**src/rtl/sched_pkg.sv**
```systemverilog
package sched_pkg;

    typedef enum logic [1:0] {
        PS_IDLE = 2'd0,
        PS_STEP = 2'd1,
        PS_HOLD = 2'd2
    } par_state_e;

    function automatic int unsigned cnt_width(input int unsigned n);
        return (n > 1) ? $clog2(n) : 1;
    endfunction

endpackage

```
**src/rtl/sched_parent.sv**
```systemverilog
module sched_parent
    import sched_pkg::*;
#(
    parameter int PAR_STEPS = 5,
    parameter int HAND_IDX  = 2,
    parameter int PW        = 3
) (
    input  logic          clk,
    input  logic          rst,
    input  logic          go,
    input  logic          kid_last,
    output par_state_e    st,
    output logic [PW-1:0] pcnt,
    output logic          kid_run,
    output logic          done
);

    localparam logic [PW-1:0] LAST_C = PW'(PAR_STEPS - 1);
    localparam logic [PW-1:0] HAND_C = PW'(HAND_IDX);

    par_state_e    st_d;
    logic [PW-1:0] pcnt_d;
    logic [PW-1:0] pcnt_inc;

    assign pcnt_inc = pcnt + 1'b1;

    // state register
    always_ff @(posedge clk) begin
        if (rst) begin
            st   <= PS_IDLE;
            pcnt <= '0;
        end else begin
            st   <= st_d;
            pcnt <= pcnt_d;
        end
    end

    // transitions
    always_comb begin
        st_d   = st;
        pcnt_d = pcnt;
        unique case (st)
            PS_IDLE: begin
                if (go) begin
                    pcnt_d = '0;
                    st_d   = (HAND_C == '0) ? PS_HOLD : PS_STEP;
                end
            end
            PS_STEP: begin
                if (pcnt == LAST_C) begin
                    st_d   = PS_IDLE;
                    pcnt_d = '0;
                end else begin
                    pcnt_d = pcnt_inc;
                    st_d   = (pcnt_inc == HAND_C) ? PS_HOLD : PS_STEP;
                end
            end
            PS_HOLD: begin
                if (kid_last) begin
                    if (pcnt == LAST_C) begin
                        st_d   = PS_IDLE;
                        pcnt_d = '0;
                    end else begin
                        st_d   = PS_STEP;
                        pcnt_d = pcnt_inc;
                    end
                end
            end
            default: begin
                st_d   = PS_IDLE;
                pcnt_d = '0;
            end
        endcase
    end

    // outputs
    always_comb begin
        kid_run = 1'b0;
        done    = 1'b0;
        unique case (st)
            PS_IDLE: ;
            PS_STEP: done = (pcnt == LAST_C);
            PS_HOLD: begin
                kid_run = 1'b1;
                done    = kid_last && (pcnt == LAST_C);
            end
            default: ;
        endcase
    end

endmodule

```
**src/rtl/sched_child.sv**
```systemverilog
module sched_child #(
    parameter int BODY_LEN = 3,
    parameter int REPEATS  = 4,
    parameter int BW       = 2,
    parameter int RW       = 2
) (
    input  logic          clk,
    input  logic          rst,
    input  logic          run,
    output logic [BW-1:0] bcnt,
    output logic          kid_last
);

    localparam logic [BW-1:0] B_LAST = BW'(BODY_LEN - 1);
    localparam logic [RW-1:0] R_LAST = RW'(REPEATS - 1);

    logic [RW-1:0] icnt;
    logic          body_end;

    assign body_end = (bcnt == B_LAST);
    assign kid_last = run && body_end && (icnt == R_LAST);

    always_ff @(posedge clk) begin
        if (rst || !run) begin
            bcnt <= '0;
            icnt <= '0;
        end else if (body_end) begin
            bcnt <= '0;
            icnt <= (icnt == R_LAST) ? '0 : icnt + 1'b1;
        end else begin
            bcnt <= bcnt + 1'b1;
        end
    end

endmodule

```
**src/rtl/sched_decode.sv**
```systemverilog
module sched_decode
    import sched_pkg::*;
#(
    parameter int PAR_STEPS = 5,
    parameter int HAND_IDX  = 2,
    parameter int BODY_LEN  = 3,
    parameter int PW        = 3,
    parameter int BW        = 2
) (
    input  par_state_e            st,
    input  logic [PW-1:0]         pcnt,
    input  logic [BW-1:0]         bcnt,
    output logic [PAR_STEPS-2:0]  par_en,
    output logic [BODY_LEN-1:0]   kid_en
);

    localparam int NPG = PAR_STEPS - 1;

    logic in_step;
    logic in_hold;

    assign in_step = (st == PS_STEP);
    assign in_hold = (st == PS_HOLD);

    for (genvar g = 0; g < NPG; g++) begin : g_par
        localparam int STEP_NO = (g < HAND_IDX) ? g : g + 1;
        assign par_en[g] = in_step && (pcnt == PW'(STEP_NO));
    end

    for (genvar k = 0; k < BODY_LEN; k++) begin : g_kid
        assign kid_en[k] = in_hold && (bcnt == BW'(k));
    end

endmodule

```
**src/rtl/pausing_sched.sv**
```systemverilog
module pausing_sched
    import sched_pkg::*;
#(
    parameter int PAR_STEPS = 5,
    parameter int HAND_IDX  = 2,
    parameter int BODY_LEN  = 3,
    parameter int REPEATS   = 4
) (
    input  logic                 clk,
    input  logic                 rst,
    input  logic                 go,
    output logic [PAR_STEPS-2:0] par_en,
    output logic [BODY_LEN-1:0]  kid_en,
    output logic                 done
);

    localparam int PW = cnt_width(PAR_STEPS);
    localparam int BW = cnt_width(BODY_LEN);
    localparam int RW = cnt_width(REPEATS);

    par_state_e    st;
    logic [PW-1:0] pcnt;
    logic [BW-1:0] bcnt;
    logic          kid_run;
    logic          kid_last;

    sched_parent #(
        .PAR_STEPS(PAR_STEPS), .HAND_IDX(HAND_IDX), .PW(PW)
    ) u_par (
        .clk(clk), .rst(rst), .go(go), .kid_last(kid_last),
        .st(st), .pcnt(pcnt), .kid_run(kid_run), .done(done)
    );

    sched_child #(
        .BODY_LEN(BODY_LEN), .REPEATS(REPEATS), .BW(BW), .RW(RW)
    ) u_kid (
        .clk(clk), .rst(rst), .run(kid_run),
        .bcnt(bcnt), .kid_last(kid_last)
    );

    sched_decode #(
        .PAR_STEPS(PAR_STEPS), .HAND_IDX(HAND_IDX), .BODY_LEN(BODY_LEN),
        .PW(PW), .BW(BW)
    ) u_dec (
        .st(st), .pcnt(pcnt), .bcnt(bcnt),
        .par_en(par_en), .kid_en(kid_en)
    );

endmodule

```
**config.mk**
```make
export PLATFORM = sky130hd
export DESIGN_NAME = pausing_sched
export DESIGN_NICKNAME = d
export VERILOG_FILES = /design/src/rtl/sched_pkg.sv /design/src/rtl/sched_parent.sv /design/src/rtl/sched_child.sv /design/src/rtl/sched_decode.sv /design/src/rtl/pausing_sched.sv
export SDC_FILE = /design/constraint.sdc
export NUM_CORES = 1
export LEC_CHECK = 0
export ABC_AREA = 1
export BUFFER_PORTS_ARGS = -buffer_cell sky130_fd_sc_hd__buf_2
export CAP_MARGIN = 30
export CORE_MARGIN = 3
export CORE_UTILIZATION = 41
export CTS_BUF_LIST = sky130_fd_sc_hd__clkbuf_16
export DETAILED_ROUTE_END_ITERATION = 8
export SLEW_MARGIN = 10
export SYNTH_ARGS = -nofsm -noshare
export SYNTH_HDL_FRONTEND = slang
export SYNTH_HIERARCHICAL = 1
export SYNTH_SLANG_ARGS = --single-unit
```
**constraint.sdc**
```tcl
create_clock -name clk -period 1.4 [get_ports clk]
set_input_delay 0.07 -clock clk [delete_from_list [all_inputs] [get_ports clk]]
set_output_delay 0.07 -clock clk [all_outputs]
set_load 0.005 [all_outputs]
```
After elaboration in Yosys (flattened, before gate mapping)
Cells that the tools add are included.
{"block": "word_totals", "ff_bits": 9, "inputBits": 3, "word_cells": 48}
{"block": "op_classes", "addsub": 3, "eq_ne": 11, "muxes": 13, "n_reduce_logical": 17}
{"op": "$logic_and A1 B1 Y1", "count": 10}
{"op": "$mux W2", "count": 5}
{"op": "$mux W3", "count": 3}
{"op": "$pmux W3 S3", "count": 1}
{"op": "$eq A2 B2 Y1 const B", "count": 3}
{"op": "$eq A3 B2 Y1 const B", "count": 2}
{"op": "$pmux W2 S3", "count": 1}
{"op": "$add A2 B1 Y2 const B", "count": 2}
{"op": "$eq A2 B1 Y1 const B", "count": 2}
{"op": "$logic_not A2 Y1", "count": 2}
{"op": "$ne A2 B2 Y1 const B", "count": 2}
{"op": "$add A3 B1 Y3 const B", "count": 1}
{"op": "$eq A3 B1 Y1 const B", "count": 1}
{"op": "$eq A3 B3 Y1 const B", "count": 1}
{"op": "$logic_not A3 Y1", "count": 1}
{"op": "$mux W1", "count": 2}
{"op": "$pmux W1 S2", "count": 1}
{"op": "$reduce_and A2 Y1", "count": 1}
{"op": "$reduce_or A2 Y1", "count": 1}
{"op": "$logic_not A1 Y1", "count": 1}
{"op": "$logic_or A1 B1 Y1", "count": 1}

Logic depth before layout (Yosys ltp)
Gate-level depths: netlist (run 1).
{"block": "depth", "ltp_word": 6, "ltp_mapped": 10, "mapped_depth_nobuf": 10}

Cells and area by module
Netlist (run 1), hierarchy kept.
{"module": "sched_parent", "instances": 1, "cells_per_inst": 53, "area_each_um2": 419.2}
{"module": "sched_child", "instances": 1, "cells_per_inst": 22, "area_each_um2": 177.7}
{"module": "sched_decode", "instances": 1, "cells_per_inst": 24, "area_each_um2": 93.8}

Least setup slack after synthesis (run 1)
Ideal clock, no wire load.
{"block": "synth_path", "kind": "reg2reg", "start": "reg u_par.st[0]", "end": "reg u_par.st[1]", "arrival_time_ns": 1.325, "required_ns": 1.334, "path_slack_ns": 0.009, "path_stages_with_launch": 11, "n_path_buf": 0, "synth_period_minus_slack_ns": 1.391, "path_cell_list": "dfxtp_1 > inv_1 > ha_1 > nand2_1 > nor2_1 > inv_1 > nand2_2 > o21ai_4 > nor2_4 > nand3b_4 > a21oi_2"}
{"block": "synth_between", "elab_chain_len": 6, "word_cells_on_any_way": 10, "cone_classes": "eq/ne: 4; mux: 2; reduce/logical: 4"}
{"element": "start: declaration", "line": "sched_parent.sv:12", "rtl": "output par_state_e st,"}
{"element": "start signal: assignment", "line": "sched_parent.sv:33", "rtl": "st <= st_d;"}
{"element": "$eq A2 B2 Y1", "line": "sched_parent.sv:80", "rtl": "unique case (st)"}
{"element": "$mux W1", "line": "sched_parent.sv:80"}
{"element": "net kid_run", "line": "pausing_sched.sv:24", "rtl": "logic kid_run;"}
{"element": "$logic_and A1 B1 Y1 (2 in a row)", "line": "sched_child.sv:21", "rtl": "assign kid_last = run && body_end && (icnt == R_LAST);"}
{"element": "net kid_last", "line": "pausing_sched.sv:25", "rtl": "logic kid_last;"}
{"element": "$ne A2 B2 Y1 (no line)"}
{"element": "$reduce_and A2 Y1 (no line)"}
The timed path passes the listed nets, and every way through them passes these cells.
A chain may end at the register's enable or synchronous reset.

Worst setup path in the final report (run 1)
{"block": "layout_path", "start": "reg u_par.st[0]", "end": "out done"}
{"block": "layout_between", "elab_chain_len": 6, "word_cells_on_any_way": 7, "cone_classes": "eq/ne: 2; mux: 2; reduce/logical: 3"}
{"element": "$eq A2 B2 Y1", "line": "sched_parent.sv:80"}
{"element": "$mux W1", "line": "sched_parent.sv:80"}
{"element": "net kid_run", "line": "pausing_sched.sv:24"}
{"element": "$logic_and A1 B1 Y1 (2 in a row)", "line": "sched_child.sv:21"}
{"element": "$logic_and A1 B1 Y1", "line": "sched_parent.sv:85", "rtl": "done = kid_last && (pcnt == LAST_C);"}
{"element": "$pmux W1 S2", "line": "sched_parent.sv:80"}
{"element": "end: declaration", "line": "pausing_sched.sv:14", "rtl": "output logic done"}
The timed path passes the listed nets, and every way through them passes these cells.

==> results of run 1 <==
==> flip-flops by register name (all words and copies together), names as in the netlist <==
signal,cells
u_par/st,2
u_par/pcnt,3
u_kid/bcnt,2
u_kid/icnt,2
==> cells by family after synthesis <==
logic type               Yosys count  share of synthesized area, %
AO/OA/AOI/OAI                     11                          11.2
adder cells (fa/ha/maj)            9                          16.3
buffers and inverters             21                          11.4
flip-flops                         9                          26.1
AND/OR/NAND/NOR                   49                          35.0
==> worst max-delay path: cells and delay by family (launching register included) <==
kind            cells  cell delay [ps]
compound gates      1              160
flops               1              330
simple gates        1               60
buf+inv             3              330
fa+ha+maj           1              160
==> metal layers <==
layer  wire (um)  global-route usage (%)  up-vias  part of all wire (%)
li1            -                       -      352                     -
met1         748                    17.4      294                    46
met2         774                    24.9       13                    48
met3          75                    4.98        3                   4.6
met4          23                    8.29        0                   1.4
met5           0                       0        -                     0
==> repair_timing <==
item,CTS,global route
setup buffers,0,4
endpoints found under the setup margin,1,6
pin swaps,0,6
gates resized for setup,1,19
hold buffers,0,0
gates cloned,0,0
==> final cells by class <==
cell class / count / area (um^2) / area share [%]
clock buffers: 3 / 75.1 / 7.72
clock inverters: 1 / 3.75 / 0.386
inverters: 21 / 81.3 / 8.37
multi-input cells: 69 / 478 / 49.2
flip-flops and latches: 9 / 189 / 19.4
well taps: 16 / 20.0 / 2.06
repair buffers: 20 / 125 / 12.9
==> power groups by stage <==
stage	Sequential [mW]	Combinational, mW	Clock (mW)
final	0.271	0.179	0.503
after global routing	0.272	0.195	0.527
after floorplan	0.282	0.102	0
after detailed placement	0.275	0.157	0
after CTS	0.271	0.161	0.507
after global placement	0.275	0.154	0
==> how the worst max path moves through the flow <==
stage / end / cells after the start / slack (ps)
2_1_floorplan: u_par/st[1] / 10 / 9
3_3_place_gp: u_par/st[1] / 10 / 100
3_5_place_dp: u_par/st[1] / 10 / 60
4_1_cts: u_par/st[1] / 10 / 10
5_1_grt: u_par/st[1] / 10 / -40
6_report: done / 6 / 50
==> cell usage in the layout, fill, tap and decap left out, types with 2 or more instances in the layout <==
master | synthesis | final
sky130_fd_sc_hd__a21oi_1 | 7 | 6
sky130_fd_sc_hd__nor3_1 | 2 | 2
sky130_fd_sc_hd__buf_2 | 0 | 10
sky130_fd_sc_hd__nor2_1 | 10 | 9
sky130_fd_sc_hd__nand2_2 | 3 | 3
sky130_fd_sc_hd__nand3_1 | 4 | 4
sky130_fd_sc_hd__inv_2 | 2 | 4
sky130_fd_sc_hd__a21oi_2 | 3 | 4
sky130_fd_sc_hd__nor2_4 | 2 | 3
sky130_fd_sc_hd__ha_1 | 9 | 6
sky130_fd_sc_hd__buf_4 | 0 | 10
sky130_fd_sc_hd__inv_1 | 19 | 17
sky130_fd_sc_hd__ha_4 | 0 | 2
sky130_fd_sc_hd__clkbuf_16 | 0 | 3
sky130_fd_sc_hd__dfxtp_2 | 0 | 4
sky130_fd_sc_hd__nand2_1 | 24 | 23
sky130_fd_sc_hd__dfxtp_1 | 9 | 4
==> metrics.sh, run 1 <==
SEQPWRFRAC_PCT=28.4
PRIMARY_FF_MASTER_SYNTH='sky130_fd_sc_hd__dfxtp_1'
TIMING.RR.START='u_par/st[0]'
SYNTH_ENABLE_FLOP_CELLS=0
STATUS='completed'
GRT_START_MAX_NET_PINS=8
VIA_COUNT=662
CTS_TREE='built'
POST-PLACE-WS_PS=60.0
YOSYSTOPAREACELLSHARE_PCT=26.1
DIEAREA_UM2=2210
MIN_PATH_CELLS=2
PLACE.DETAILED.INSTANCES=131
NFILLCELLS=136
REG_TO_REG_SLACK_SETUP_PS=50
TIMING.FINAL.WS_SETUP_PS=50.1
GATE_COUNT_AFTER_TECHNOLOGY_MAPPING=99
WORSTPATHREQUIRED_PS=1330
SYNTHESIS.YOSYS.WARNINGS=6
NUMBER_OF_ANTENNA_VIOLATING_NETS_IN_THE_ROUTED_DESIGN=0
DESIGN_POWER_TOTAL_uW=953
SLOWEST_STAGE='sky130_fd_sc_hd__dfxtp_2'
GRT_PASS1_VIAS=548
WORST_SLEW_MARGIN_REL_PCT=84.9
HPWL_MM=1.14
HOLD-PATH-ENDPOINT='u_par/st[1]'
SYNTH.CELLS.MOST_FREQUENT='24 x sky130_fd_sc_hd__nand2_1, 19 x sky130_fd_sc_hd__inv_1, 10 x sky130_fd_sc_hd__nor2_1, 9 x sky130_fd_sc_hd__dfxtp_1, 9 x sky130_fd_sc_hd__ha_1'
YS_ASYNC_SR_FRACTION_PCT=0
ANTENNA_VIOLATIONS_BEFORE_REPAIR=0
POST_DR_VIAS_CELL=4.76
UTILIZATION_PCT=63.1
ROUTED_WIRELENGTH_MM=1.62
NUMBER_OF_SETUP_VIOLATIONS_IN_THE_FINAL_REPORT=0
COMB_POWER_SHARE_PCT=18.8
CTS-HTREE-LEVELS=1
FLOORPLAN.ROWS=14
CTS.CLK_SLEW.WORST_PATHS_PS=40
SYNTH.AVG_CELL_AREA_UM2=6.98
FINAL_MAX_SLEW_VIOL_COUNT=0
PLACE.GP.CONGESTION=0.834
POST_DP_CELL_AREA_UM2=806
TOTAL_LEAKAGE_POWER_nW=0.447
INSERTION_DELAY_TO_THE_LATER_SINK_OF_THE_WORST_SKEW_PAIR_PS=240
REGTOREGENDPOINT='u_par/st[1]'
TIMING.SETUP.TNS_PS=0
DRIVE_ABOVE_1_SHARE_PCT=41.5
ANTENNA-DIODE-COUNT=0
INTPOWER_uW=715
PLACE.PORT_BUFFERS=10
POST-SYNTH-TOP-AREA-CELL='sky130_fd_sc_hd__dfxtp_1'
SWSHARE_PCT=24.9
FINAL_HOLD_VIOL_COUNT=0
DRT_FIRST_PASS_ITERS=4
FIN_CELLS=139
AREAGROWTHSYNTHTOFINISH_PCT=40.8
POWER.SWITCHING_uW=238
CTS-ROOT-TO-SINK-BUFFERS=2
CLK_PWR_SHARE_PCT=52.8
CP.ARRIVAL_PS=1280
CRITICAL_PATH.STARTPOINT='u_par/st[0]'
FLOORPLAN.IO_PINS=11
TYPE_OF_ELEMENT_CAPTURING_THE_CRITICAL_PATH='output port'
CRITPATHMAXFANOUT=5
HOLD-WORST-SLACK_PS=76.3
FIN_AREA_UM2=972
CRITICAL_PATH_CLASS='flop to output port'
MAPPEDNETLISTAREA_UM2=691
HOLD_PATH_CLASS='input port to flop'
POWER_DENSITY_nW_PER_UM2=980
WORST-SLEW-PIN-TRANSITION_PS=226
CAP_VIOL_MAX_COUNT=0
CTS.SINKS=9
DETAIL_ROUTE.DRC_VIOLATIONS=0
CP_SLOWEST_STAGE_DELAY_PS=330
YS_FF_LATCH=9
FINAL_NETS=136
CTS-ROOT-BUF='sky130_fd_sc_hd__clkbuf_16'
DIE_Y_UM=47.0
CORE_AREA_UM2=1540
GRT-OVFL-TOTAL=0
CP_CELL_SEQUENCE='inv_2 > ha_4 > buf_4 > a21oi_2 > nor2_1 > buf_2'
UNIQUE_CELL_TYPE_COUNT_IN_THE_YOSYS_NETLIST=17
CTS_BUFFERS=3
DIE_W_UM=47.0
REG2REG_DEPTH=10
SYNTH_NETS=111
AVGROUTEDWIREPERCELL_UM=11.7
SYNTH.AREA.TOP_CELLS='sky130_fd_sc_hd__dfxtp_1 26%, sky130_fd_sc_hd__ha_1 16%, sky130_fd_sc_hd__nand2_1 13%'
SYNTH_MOST_COMMON_CELL='sky130_fd_sc_hd__nand2_1'
FINAL_MIN_PERIOD_OVER_CLOCK_PERIOD_PCT=96.4
WORSTHOLDSTART='rst'
START_UTIL_PCT=44.8
TIMING.FMAX_MHz=741
CLOCK_PERIOD_MINUS_WORST_SLACK_PS=1350
GLOBAL_ROUTE_WIRE_LENGTH_BEFORE_REPAIR_MM=2.27
CP-START-KIND='flop'
SKEW_PS=1.53
SYNTH_SEQUENTIAL_AREA_RATIO_PCT=26.1
VDD.IR_DROP.WORST_mV=0.627
GROUTE.USAGE.OVERALL_PCT=15.2
DETAIL_ROUTE.ITER0.VIOLATIONS=20
Note: power is estimated with default switching activity, not from simulation.
==> inputs of run 2 (changes only) <==
PLACE_DENSITY_LB_ADDON = 0.3   (was unset)
==> metrics.sh, run 2 (synthesized netlist as in run 1, its figures left out) <==
STATUS='completed'
NUMBER_OF_SETUP_VIOLATIONS_IN_THE_FINAL_REPORT=0
CRITICAL_PATH_CLASS='flop to output port'
CRITPATHMAXFANOUT=5
FINAL_HOLD_VIOL_COUNT=0
PLACE.PORT_BUFFERS=10
VIA_COUNT=646
SEQPWRFRAC_PCT=29.4
GRT_START_MAX_NET_PINS=8
GRT-OVFL-TOTAL=0
ANTENNA-DIODE-COUNT=0
DIE_Y_UM=47.0
TOP_REGISTER='u_par/pcnt'
NUMBER_OF_ANTENNA_VIOLATING_NETS_IN_THE_ROUTED_DESIGN=0
GRT_PASS1_VIAS=516
VDD.IR_DROP.WORST_mV=0.546
PLACE.DETAILED.INSTANCES=131
FIN_CELLS=136
FLOORPLAN.IO_PINS=11
DRT_FIRST_PASS_ITERS=4
CTS.CLK_SLEW.WORST_PATHS_PS=40
DIE_W_UM=47.0
FINAL_MAX_SLEW_VIOL_COUNT=0
DETAIL_ROUTE.ITER0.VIOLATIONS=8
DIEAREA_UM2=2210
CLOCK_PERIOD_MINUS_WORST_SLACK_PS=1370
GROUTE.USAGE.OVERALL_PCT=13.9
LAYOUT_COMMON_CELLS='22 x sky130_fd_sc_hd__nand2_1, 16 x sky130_fd_sc_hd__inv_1, 10 x sky130_fd_sc_hd__buf_2'
HOLD_PATH_CLASS='input port to flop'
INTPOWER_uW=720
RSZ0062_AT_GRT='true'
FLOORPLAN.ROWS=14
TIMING.FMAX_MHz=729
WORSTPATHREQUIRED_PS=1330
AREAGROWTHSYNTHTOFINISH_PCT=39.3
CORE_AREA_UM2=1540
TOTAL_LEAKAGE_POWER_nW=0.433
CTS_BUFFERS=3
DRIVE_ABOVE_1_SHARE_PCT=42.5
DESIGN_POWER_TOTAL_uW=942
COMB_POWER_SHARE_PCT=18.9
NFILLCELLS=135
ANTENNA_VIOLATIONS_BEFORE_REPAIR=0
FINAL_COMMON_CELL='sky130_fd_sc_hd__nand2_1'
AVGROUTEDWIREPERCELL_UM=10.6
HPWL_MM=1.03
WORST-SLEW-PIN-TRANSITION_PS=261
CTS.SINKS=9
LARGEST_REGISTER_FFS=3
START_UTIL_PCT=44.8
CP-START-KIND='flop'
DETAIL_ROUTE.DRC_VIOLATIONS=0
FINAL_MIN_PERIOD_OVER_CLOCK_PERIOD_PCT=98.0
ROUTED_WIRELENGTH_MM=1.44
CTS-ROOT-TO-SINK-BUFFERS=2
CTS-ROOT-BUF='sky130_fd_sc_hd__clkbuf_16'
INSERTION_DELAY_TO_THE_LATER_SINK_OF_THE_WORST_SKEW_PAIR_PS=230
POWER_DENSITY_nW_PER_UM2=980
WORST_SLEW_MARGIN_REL_PCT=82.5
CP.ARRIVAL_PS=1300
CTS-HTREE-LEVELS=1
PLACE.GP.CONGESTION=0.815
POST_DR_VIAS_CELL=4.75
TYPE_OF_ELEMENT_CAPTURING_THE_CRITICAL_PATH='output port'
FINAL_NETS=133
SKEW_PS=1.56
CAP_VIOL_MAX_COUNT=0
CTS_TREE='built'
SWSHARE_PCT=23.6
CLK_PWR_SHARE_PCT=51.7
POWER.SWITCHING_uW=222
HOLD-WORST-SLACK_PS=70.8
GLOBAL_ROUTE_WIRE_LENGTH_BEFORE_REPAIR_MM=2.10
[run 2: final cells by class]
cell class	count	area [um^2]	area share [%]
Sequential cell	9	188	19.5
Timing Repair Buffer	17	103	10.7
Inverter	21	81.3	8.45
Clock inverter	1	3.75	0.390
Multi-Input combinational cell	69	492	51.1
Clock buffer	3	75.1	7.80
Tap cell	16	20.0	2.08
[run 2: final timing paths]
kind	startpoint	to	slack [ps]	cells past startpoint
max	u_par/st[1]	done	30	6
min	rst	u_par/st[1]	70	2
max reg2reg	u_kid/bcnt[0]	u_par/st[1]	40	10
min reg2reg	u_kid/bcnt[0]	u_kid/bcnt[0]	450	1
[run 2: metrics by stage]
step	cell area (um^2)	utilization, %	worst slack [ps]	setup TNS (ps)
after floorplan	691	-	9.17	0
after global placement	806	52.3	73.2	0
final	962	62.4	27.4	0
after global routing	962	62.4	-39.6	-102
after CTS	897	58.2	8.09	0
after detailed placement	806	52.3	50.7	0
[run 2: power groups by stage]
stage / Clock (mW) / Sequential, mW / Combinational (mW)
2_1_floorplan: 0 / 0.282 / 0.102
3_3_place_gp: 0 / 0.277 / 0.149
3_5_place_dp: 0 / 0.278 / 0.150
4_1_cts: 0.497 / 0.275 / 0.160
5_1_grt: 0.506 / 0.278 / 0.197
6_report: 0.488 / 0.277 / 0.178
[run 2: timing repair]
item                                    CTS  global route
hold buffers                              0             0
hold endpoints to repair                  0             0
endpoints found under the setup margin    1             6
resized for setup                         2            20
buffers inserted                          0             1
pin swaps                                 0            10
[run 2: metal layers]
metal | vias up | part of all wire [%] | track usage, %
li1 | 347 | - | -
met1 | 278 | 47 | 18.9
met2 | 15 | 46 | 18.7
met3 | 6 | 3.0 | 2.30
met4 | 0 | 3.5 | 11.6
met5 | - | 0 | 0
[run 2: critical path: stages (launching register included)]
cell                      delay [ps]
sky130_fd_sc_hd__dfxtp_2         350
sky130_fd_sc_hd__buf_4           160
sky130_fd_sc_hd__inv_4            50
sky130_fd_sc_hd__ha_4            280
sky130_fd_sc_hd__nand2_1          50
sky130_fd_sc_hd__nor2_1           70
sky130_fd_sc_hd__buf_2           110
